[config.mk]
export PLATFORM = sky130hd
export DESIGN_NAME = alu24_exec
export DESIGN_NICKNAME = d
export VERILOG_FILES = /design/src/rtl/alu24_pkg.sv /design/src/rtl/alu24_opdec.sv /design/src/rtl/alu24_opsel.sv /design/src/rtl/alu24_addsub.sv /design/src/rtl/alu24_exec.sv
export SDC_FILE = /design/constraint.sdc
export NUM_CORES = 1
export LEC_CHECK = 0
export BUFFER_PORTS_ARGS = -buffer_cell sky130_fd_sc_hd__buf_2
export CAP_MARGIN = 20
export CORE_MARGIN = 3
export CORE_UTILIZATION = 60
export CTS_BUF_LIST = sky130_fd_sc_hd__clkbuf_16
export CTS_CLUSTER_DIAMETER = 150
export DETAILED_ROUTE_END_ITERATION = 10
export MAX_ROUTING_LAYER = met4
export PLACE_DENSITY_LB_ADDON = 0.15
export SYNTH_ARGS = -nofsm -noshare
export SYNTH_HDL_FRONTEND = slang
export SYNTH_SLANG_ARGS = --single-unit
[constraint.sdc]
create_clock -name clk -period 0.8 [get_ports clk]
set_input_delay 0.04 -clock clk [delete_from_list [all_inputs] [get_ports clk]]
set_output_delay 0.04 -clock clk [all_outputs]
set_load 0.005 [all_outputs]
[src/rtl/alu24_pkg.sv]
package alu24_pkg;

    // Width of the packed flag vector {N,Z,V,C}
    localparam int FLAG_W = 4;
    localparam int FLG_N  = 3;
    localparam int FLG_Z  = 2;
    localparam int FLG_V  = 1;
    localparam int FLG_C  = 0;

    // Operand shape chosen by the sub-opcode
    typedef enum logic [1:0] {
        SHAPE_REG   = 2'd0,
        SHAPE_LONG  = 2'd1,
        SHAPE_SHORT = 2'd2
    } shape_e;

    typedef struct packed {
        logic   subtract;
        logic   use_cin;
        logic   imm_signed;
        shape_e shape;
    } alu_ctrl_t;

    typedef struct packed {
        logic n;
        logic z;
        logic v;
        logic c;
    } nzvc_t;

endpackage

[src/rtl/alu24_opdec.sv]
module alu24_opdec
    import alu24_pkg::*;
#(
    parameter int SUB_W = 4
) (
    input  logic [SUB_W-1:0] sub_op,
    output alu_ctrl_t        ctrl
);

    // Sub-opcode bits: [3] carry / unsigned, [2] subtract, [1:0] shape
    always_comb begin
        ctrl.subtract   = sub_op[2];
        ctrl.use_cin    = sub_op[3] & ~sub_op[1];
        ctrl.imm_signed = ~sub_op[3];
        unique case (sub_op[1:0])
            2'b00, 2'b01: ctrl.shape = SHAPE_REG;
            2'b10:        ctrl.shape = SHAPE_LONG;
            default:      ctrl.shape = SHAPE_SHORT;
        endcase
    end

endmodule

[src/rtl/alu24_opsel.sv]
module alu24_opsel
    import alu24_pkg::*;
#(
    parameter int DATA_W = 24,
    parameter int SHORT_W = 8,
    parameter int LONG_W = 12
) (
    input  shape_e            shape,
    input  logic              imm_signed,
    input  logic [DATA_W-1:0] src1_val,
    input  logic [DATA_W-1:0] src2_val,
    input  logic [DATA_W-1:0] dest_val,
    input  logic [SHORT_W-1:0] imm8,
    input  logic [LONG_W-1:0] imm12,
    output logic [DATA_W-1:0] opa,
    output logic [DATA_W-1:0] opb
);

    localparam int SHORT_PAD = DATA_W - SHORT_W;
    localparam int LONG_PAD  = DATA_W - LONG_W;

    logic [DATA_W-1:0] short_ext;
    logic [DATA_W-1:0] long_ext;

    always_comb begin
        short_ext = {{SHORT_PAD{imm_signed & imm8[SHORT_W-1]}}, imm8};
        long_ext  = {{LONG_PAD{imm_signed & imm12[LONG_W-1]}}, imm12};
        unique case (shape)
            SHAPE_LONG: begin
                opa = dest_val;
                opb = long_ext;
            end
            SHAPE_SHORT: begin
                opa = src1_val;
                opb = short_ext;
            end
            default: begin
                opa = src1_val;
                opb = src2_val;
            end
        endcase
    end

endmodule

[src/rtl/alu24_addsub.sv]
module alu24_addsub
    import alu24_pkg::*;
#(
    parameter int DATA_W = 24
) (
    input  logic [DATA_W-1:0] opa,
    input  logic [DATA_W-1:0] opb,
    input  logic              cin,
    input  logic              subtract,
    output logic [DATA_W-1:0] sum,
    output nzvc_t             flags
);

    localparam int MSB = DATA_W - 1;

    logic [DATA_W:0]   wide;
    logic [DATA_W-1:0] plain;

    always_comb begin
        if (subtract) begin
            wide  = {1'b0, opa} - {1'b0, opb} - {{DATA_W{1'b0}}, cin};
            plain = opa - opb;
        end else begin
            wide  = {1'b0, opa} + {1'b0, opb} + {{DATA_W{1'b0}}, cin};
            plain = opa + opb;
        end
        sum     = wide[DATA_W-1:0];
        flags.n = wide[MSB];
        flags.z = (wide[DATA_W-1:0] == '0);
        // Bit DATA_W is carry for add and borrow for subtract
        flags.c = wide[DATA_W];
        // Overflow ignores the carry-in
        if (subtract)
            flags.v = (opa[MSB] != opb[MSB]) && (plain[MSB] != opa[MSB]);
        else
            flags.v = (opa[MSB] == opb[MSB]) && (plain[MSB] != opa[MSB]);
    end

endmodule

[src/rtl/alu24_exec.sv]
module alu24_exec
    import alu24_pkg::*;
#(
    parameter int DATA_W      = 24,
    parameter int MAJ_W       = 4,
    parameter int SUB_W       = 4,
    parameter int SHORT_W     = 8,
    parameter int LONG_W      = 12,
    parameter int ARITH_MAJOR = 4,
    parameter bit OUT_REG     = 1'b1
) (
    input  logic              clk,
    input  logic              rst_n,
    input  logic [MAJ_W-1:0]  major_op,
    input  logic [SUB_W-1:0]  sub_op,
    input  logic [DATA_W-1:0] src1_val,
    input  logic [DATA_W-1:0] src2_val,
    input  logic [DATA_W-1:0] dest_val,
    input  logic [SHORT_W-1:0] imm8,
    input  logic [LONG_W-1:0] imm12,
    input  logic [3:0]        flags_in,
    output logic [DATA_W-1:0] result,
    output logic              res_we,
    output logic [3:0]        flags_out,
    output logic              flag_we
);

    localparam logic [MAJ_W-1:0] ARITH_CODE = MAJ_W'(ARITH_MAJOR);

    alu_ctrl_t         ctrl;
    logic [DATA_W-1:0] opa;
    logic [DATA_W-1:0] opb;
    logic [DATA_W-1:0] res_c;
    nzvc_t             new_flags;
    logic              arith_hit;
    logic              cin_eff;
    logic              rwe_c;
    logic              fwe_c;
    logic [FLAG_W-1:0] flags_c;

    alu24_opdec #(.SUB_W(SUB_W)) u_dec (
        .sub_op (sub_op),
        .ctrl   (ctrl)
    );

    alu24_opsel #(.DATA_W(DATA_W), .SHORT_W(SHORT_W), .LONG_W(LONG_W)) u_sel (
        .shape      (ctrl.shape),
        .imm_signed (ctrl.imm_signed),
        .src1_val   (src1_val),
        .src2_val   (src2_val),
        .dest_val   (dest_val),
        .imm8       (imm8),
        .imm12      (imm12),
        .opa        (opa),
        .opb        (opb)
    );

    assign cin_eff = ctrl.use_cin & flags_in[FLG_C];

    alu24_addsub #(.DATA_W(DATA_W)) u_as (
        .opa      (opa),
        .opb      (opb),
        .cin      (cin_eff),
        .subtract (ctrl.subtract),
        .sum      (res_c),
        .flags    (new_flags)
    );

    always_comb begin
        arith_hit = (major_op == ARITH_CODE);
        rwe_c     = arith_hit;
        fwe_c     = arith_hit && (ctrl.shape == SHAPE_REG);
        flags_c   = fwe_c ? FLAG_W'(new_flags) : flags_in;
    end

    generate
        if (OUT_REG) begin : g_reg
            always_ff @(posedge clk or negedge rst_n) begin
                if (!rst_n) begin
                    result    <= '0;
                    res_we    <= 1'b0;
                    flags_out <= '0;
                    flag_we   <= 1'b0;
                end else begin
                    result    <= res_c;
                    res_we    <= rwe_c;
                    flags_out <= flags_c;
                    flag_we   <= fwe_c;
                end
            end


            out_delay_chk: assert property (@(posedge clk) disable iff (!rst_n)
                rwe_c |=> res_we);
        end else begin : g_comb
            always_comb begin
                result    = res_c;
                res_we    = rwe_c;
                flags_out = flags_c;
                flag_we   = fwe_c;
            end
        end
    endgenerate


    zero_flag_chk: assert property (@(posedge clk) disable iff (!rst_n)
        fwe_c |-> (flags_c[FLG_Z] == (res_c == '0)));


    neg_flag_chk: assert property (@(posedge clk) disable iff (!rst_n)
        fwe_c |-> (flags_c[FLG_N] == res_c[DATA_W-1]));


    imm_keeps_flags_chk: assert property (@(posedge clk) disable iff (!rst_n)
        (arith_hit && ctrl.shape != SHAPE_REG) |-> (!fwe_c && flags_c == flags_in));


    idle_no_write_chk: assert property (@(posedge clk) disable iff (!rst_n)
        !arith_hit |-> (!rwe_c && !fwe_c && flags_c == flags_in));

endmodule

==> metrics.csv, run 1 <==
metric;value;unit
synth_simple_gate_area_share;14.76;%
clockBufferDepth;2;
synth-adder-area-share;20.02;%
syn_inst;716;
synth_area_leaders;ha_1, dfrtp_1, xnor2_1;
muxShareOfSynthArea;9.779;%
synth-edff-count;0;
synthFlopType;dfrtp_1;
post_cts_buffers;33;
yosysTopAreaCell;ha_1;
dpl.cell_count;1187;
status;aborted with a tool error;
dp_hpwl;20760;um
rows;34;
synth_area_per_cell;7.899;um^2
synth_top_area_share;18.58;%
synth-compound-area-share;23.87;%
synthXorXnorAreaFrac;11.37;%
stop_stage;4_1_cts;
cts_buffers;5;
initial_utilization;63.31;%
port_buffers;135;
synthesis.area;0.005655;mm^2
seq_area_frac_synth;13.27;%
ys_warn_count;0;
place_congestion;1.053;
clkSinkCount;30;
die_y;103.1;um
io_pins;136;
ys_ff_latch;30;
synth_top_family_by_area;compound AO/OA/AOI/OAI gates;
cts_root_buf;clkbuf_16;
synth_nets;909;
synthArstFlopShare;100.0;%
place_area;0.008497;mm^2
h-tree-depth;2;
hold_buffers;1;
first-error;[ERROR DPL-0038] Utilization greater than 100%, impossible to legalize;
ys_types;72;
die-width;103.1;um
postCtsResizedCells;109;
pre_cts_ws;-4.114;ns
per-stage QoR:
step | hold slack, ns | util, %
2_1_floorplan | -0.2556 | -
3_3_place_gp | 0.04778 | 95.11
3_5_place_dp | 0.04831 | 95.11
synth_stat cells (14+ instances only):
library cell and count:
dfrtp_1 30, a21o_1 34, nor2_1 60, ha_1 84, xnor2_1 50, a21oi_1 65
mux2i_1 21, o21ai_0 33, inv_1 75, nand2_1 38, xor2_1 19, clkbuf_1 14
mux2_2 26
logic make-up after synthesis:
family          after synthesis
simple gates                170
fa+ha+maj                    89
xor+xnor                     71
buf+inv                      99
flops                        30
compound gates              207
mux                          50
==> inputs of run 2 (changes only) <==
--- a/config.mk
+++ b/config.mk
@@ -8,11 +8,8 @@
 export BUFFER_PORTS_ARGS = -buffer_cell sky130_fd_sc_hd__buf_2
 export CAP_MARGIN = 20
 export CORE_MARGIN = 3
-export CORE_UTILIZATION = 60
-export CTS_BUF_LIST = sky130_fd_sc_hd__clkbuf_16
-export CTS_CLUSTER_DIAMETER = 150
+export CORE_UTILIZATION = 40
 export DETAILED_ROUTE_END_ITERATION = 10
-export MAX_ROUTING_LAYER = met4
 export PLACE_DENSITY_LB_ADDON = 0.15
 export SYNTH_ARGS = -nofsm -noshare
 export SYNTH_HDL_FRONTEND = slang
==> run 2 against run 1 <==
  * Synthesized cell count did not move
  * The flow now finishes, with violations (negative hold slack, negative setup slack)
  * Synthesized area did not move
==> metrics.csv, run 2 <==
metric;value;unit;change
io_pins;136;;unchanged
nNetsFinal;1317;;
drt-vias-per-instance;5.102;;
cp-start-kind;primary input;;
synth_top_area_share;18.58;%;unchanged
netlist_top_cells_count;ha_1, inv_1, a21oi_1;;
end_kind;flop;;
comb_power_share;76.8;%;
drtIter0Drc;384;;
internal-power;9775;uW;
final_common_cell;buf_4;;
post_drt_wl_per_cell;15.46;um;
violations;negative hold slack, negative setup slack;;
max_stage_delay;0.54;ns;
synthesis.area;0.005655;mm^2;unchanged
max_cap_violations;0;;
fin_crit_sh;554.2;%;
place_area;0.008605;mm^2;+1.3%
synth_top_family_by_area;compound AO/OA/AOI/OAI gates;;
crit_required;0.98;ns;
synth-edff-count;0;;unchanged
clockBufferDepth;2;;unchanged
clkSinkCount;30;;unchanged
synth-adder-area-share;20.02;%;unchanged
crit_fanout;4;;
rsz0062_at_grt;true;;
worst_pin_slew;0.5343;ns;
timing.fmax;225.6;MHz;
ys_types;72;;unchanged
seq_area_frac_synth;13.27;%;unchanged
synthFlopType;dfrtp_1;;
ir_worst_vdd;0.8787;mV;
synth-compound-area-share;23.87;%;unchanged
hold_ws;-0.05442;ns;
area_growth;73.30;%;
synth_nets;909;;unchanged
dr.pass1.iters;5;;
dpl.cell_count;1258;;+6.0%
synth.most_common_cell;ha_1;;
ys_ff_latch;30;;unchanged
initial_utilization;41.71;%;-22 points
yosysTopAreaCell;ha_1;;
syn_inst;716;;unchanged
drc;0;;
ant_nets;0;;
ys_warn_count;0;;unchanged
grt_first_pass_wirelength;32060;um;
die-width;124.9;um;+21%
grt.overflow.total;0;;
path_class;in2reg;;
slew_violations;0;;
place_congestion;0.9114;;-13%
grt.total_usage;24.48;%;
design_area;0.009801;mm^2;
synth_area_per_cell;7.899;um^2;unchanged
cts_buffers;5;;unchanged
reg_top3;result: 24 flops, flags_out: 4 flops;;
dp_hpwl;16160;um;-22%
synth_area_leaders;ha_1, dfrtp_1, xnor2_1;;
grt_start_max_net_pins;32;;
crit_arrival;4.61;ns;
slew_headroom;64.00;%;
muxShareOfSynthArea;9.779;%;unchanged
synthXorXnorAreaFrac;11.37;%;unchanged
clk_pin_slew;0.04;ns;
p_sw_share;39.75;%;
routed_wl;20090;um;
port_buffers;135;;unchanged
die_y;124.9;um;+21%
switchingPower;6450;uW;
hold_buffers;1;;unchanged
tritoncts;yes;;
h-tree-depth;2;;unchanged
final_cell_mix;buf_4, buf_2, inv_1, ha_1, nor2_1;;
worst_hold_path_type;in2reg;;
p_leak;0.004997;uW;
fillCellCount;1051;;
drive_above_1_share;51.87;%;
layout_setup_ws;-3.633;ns;
period_needed;4.433;ns;
largest_reg_flops;24;;
cts_root_buf;clkbuf_16;;
die_area;0.01560;mm^2;
synth_simple_gate_area_share;14.76;%;unchanged
top_register;result;;
synthArstFlopShare;100.0;%;unchanged
status;finished, violations left;;
pre_cts_ws;-4.003;ns;+0.1107 ns
seqPwrFrac;12.8;%;
hold_violations;1;;
grt_antenna_before_repair;0;;
slowest_stage;or4_4;;
rows;42;;+24%
grt_pass1_vias;6641;;
finalSetupViolations;28;;
core;0.01356;mm^2;
n_antenna_cell;0;;
crit_chain;buf_8 > mux2_4 > mux2i_4 > inv_2 > fa_2 > fa_2 > a21o_1 > a21oi_2 > o221ai_2 > a41o_1 > a21boi_2 > xnor2_1 > mux2_4 > or4_4 > or4_1 > or4_1 > nand4bb_1 > o32ai_2;;
via_count;6632;;
final_cells;1300;;
clkPwrFrac;10.4;%;
p_per_area;1655;mW/mm^2;
## run 2: cell counts after synthesis
No cell type changed its count.
## run 2: area by class of cell
class                           instances  area (um^2)  share of cell area (%)
Clock buffer                            7        132.6                   1.353
Sequential cell                        30        750.7                   7.660
Multi-Input combinational cell        587         5440                   55.51
Inverter                               76        285.3                   2.911
Timing Repair Buffer                  424         2972                   30.32
Tap cell                              176        220.2                   2.247
## run 2: critical path: cells and delay by family
| family | cells | cell delay (ns) |
|---|---|---|
| AND/OR/NAND/NOR | 4 | 1.67 |
| AO/OA/AOI/OAI | 6 | 1.05 |
| multiplexers | 3 | 0.82 |
| adder cells (fa/ha/maj) | 2 | 0.75 |
| buffers and inverters | 2 | 0.18 |
| XOR/XNOR | 1 | 0.10 |
## run 2: cell families (layout without fill, tap and decap cells)
kind of cell,Yosys count,in the layout
buffers and inverters,99,507
flip-flops,30,30
multiplexers,50,50
AO/OA/AOI/OAI,207,207
XOR/XNOR,71,71
adder cells (fa/ha/maj),89,89
AND/OR/NAND/NOR,170,170
## run 2: power by group through the flow
stage | sequential [uW] | clock (uW) | combinational, uW
2_1_floorplan | 2210 | 0 | 5350
3_3_place_gp | 2090 | 0 | 10200
4_1_cts | 2090 | 1720 | 11400
6_report | 2080 | 1680 | 12500
3_5_place_dp | 2110 | 0 | 10400
5_1_grt | 2130 | 1760 | 13500
## run 2: routing by layer
| layer | track usage, % | up-vias | part of all wire (%) |
|---|---|---|---|
| met1 | 36.18 | 3071 | 50 |
| met4 | 5.038 | 0 | 1.1 |
| met2 | 39.60 | 200 | 44 |
| met5 | 0 | - | 0 |
| li1 | - | 3345 | - |
| met3 | 1.458 | 16 | 4.5 |
## run 2: path summary, 6_finish.rpt
check,from,end,slack (ns),cells after the start
setup / recovery,sub_op[0],flags_out[2],-3.63,18
hold / removal,major_op[1],res_we,-0.05,2
max in group asynchronous,rst_n,result[19],0.23,3
min in group asynchronous,rst_n,result[2],0.30,3
## run 2: per-stage QoR
| step | total power [uW] | hold slack [ns] | util [%] | TNS [ns] |
|---|---|---|---|---|
| final | 16220 | -0.05442 | 72.29 | -65.64 |
| after global routing | 17380 | -0.04863 | 72.29 | -69.72 |
| after CTS | 15250 | -0.05849 | 69.46 | -64.07 |
| after detailed placement | 12520 | 0.06040 | 63.46 | -75.54 |
| after global placement | 12330 | 0.05380 | 63.46 | -73.00 |
| after floorplan | 7562 | -0.2556 | - | -62.40 |
## run 2: repair_timing
| action | CTS | global route |
|---|---|---|
| resized for setup | 85 | 65 |
| endpoints found under the setup margin | 31 | 42 |
| hold endpoints to repair | 31 | 1 |
| pin swaps | 48 | 36 |
| buffers inserted | 34 | 13 |
No activity file was read; power rests on OpenSTA's default activity.
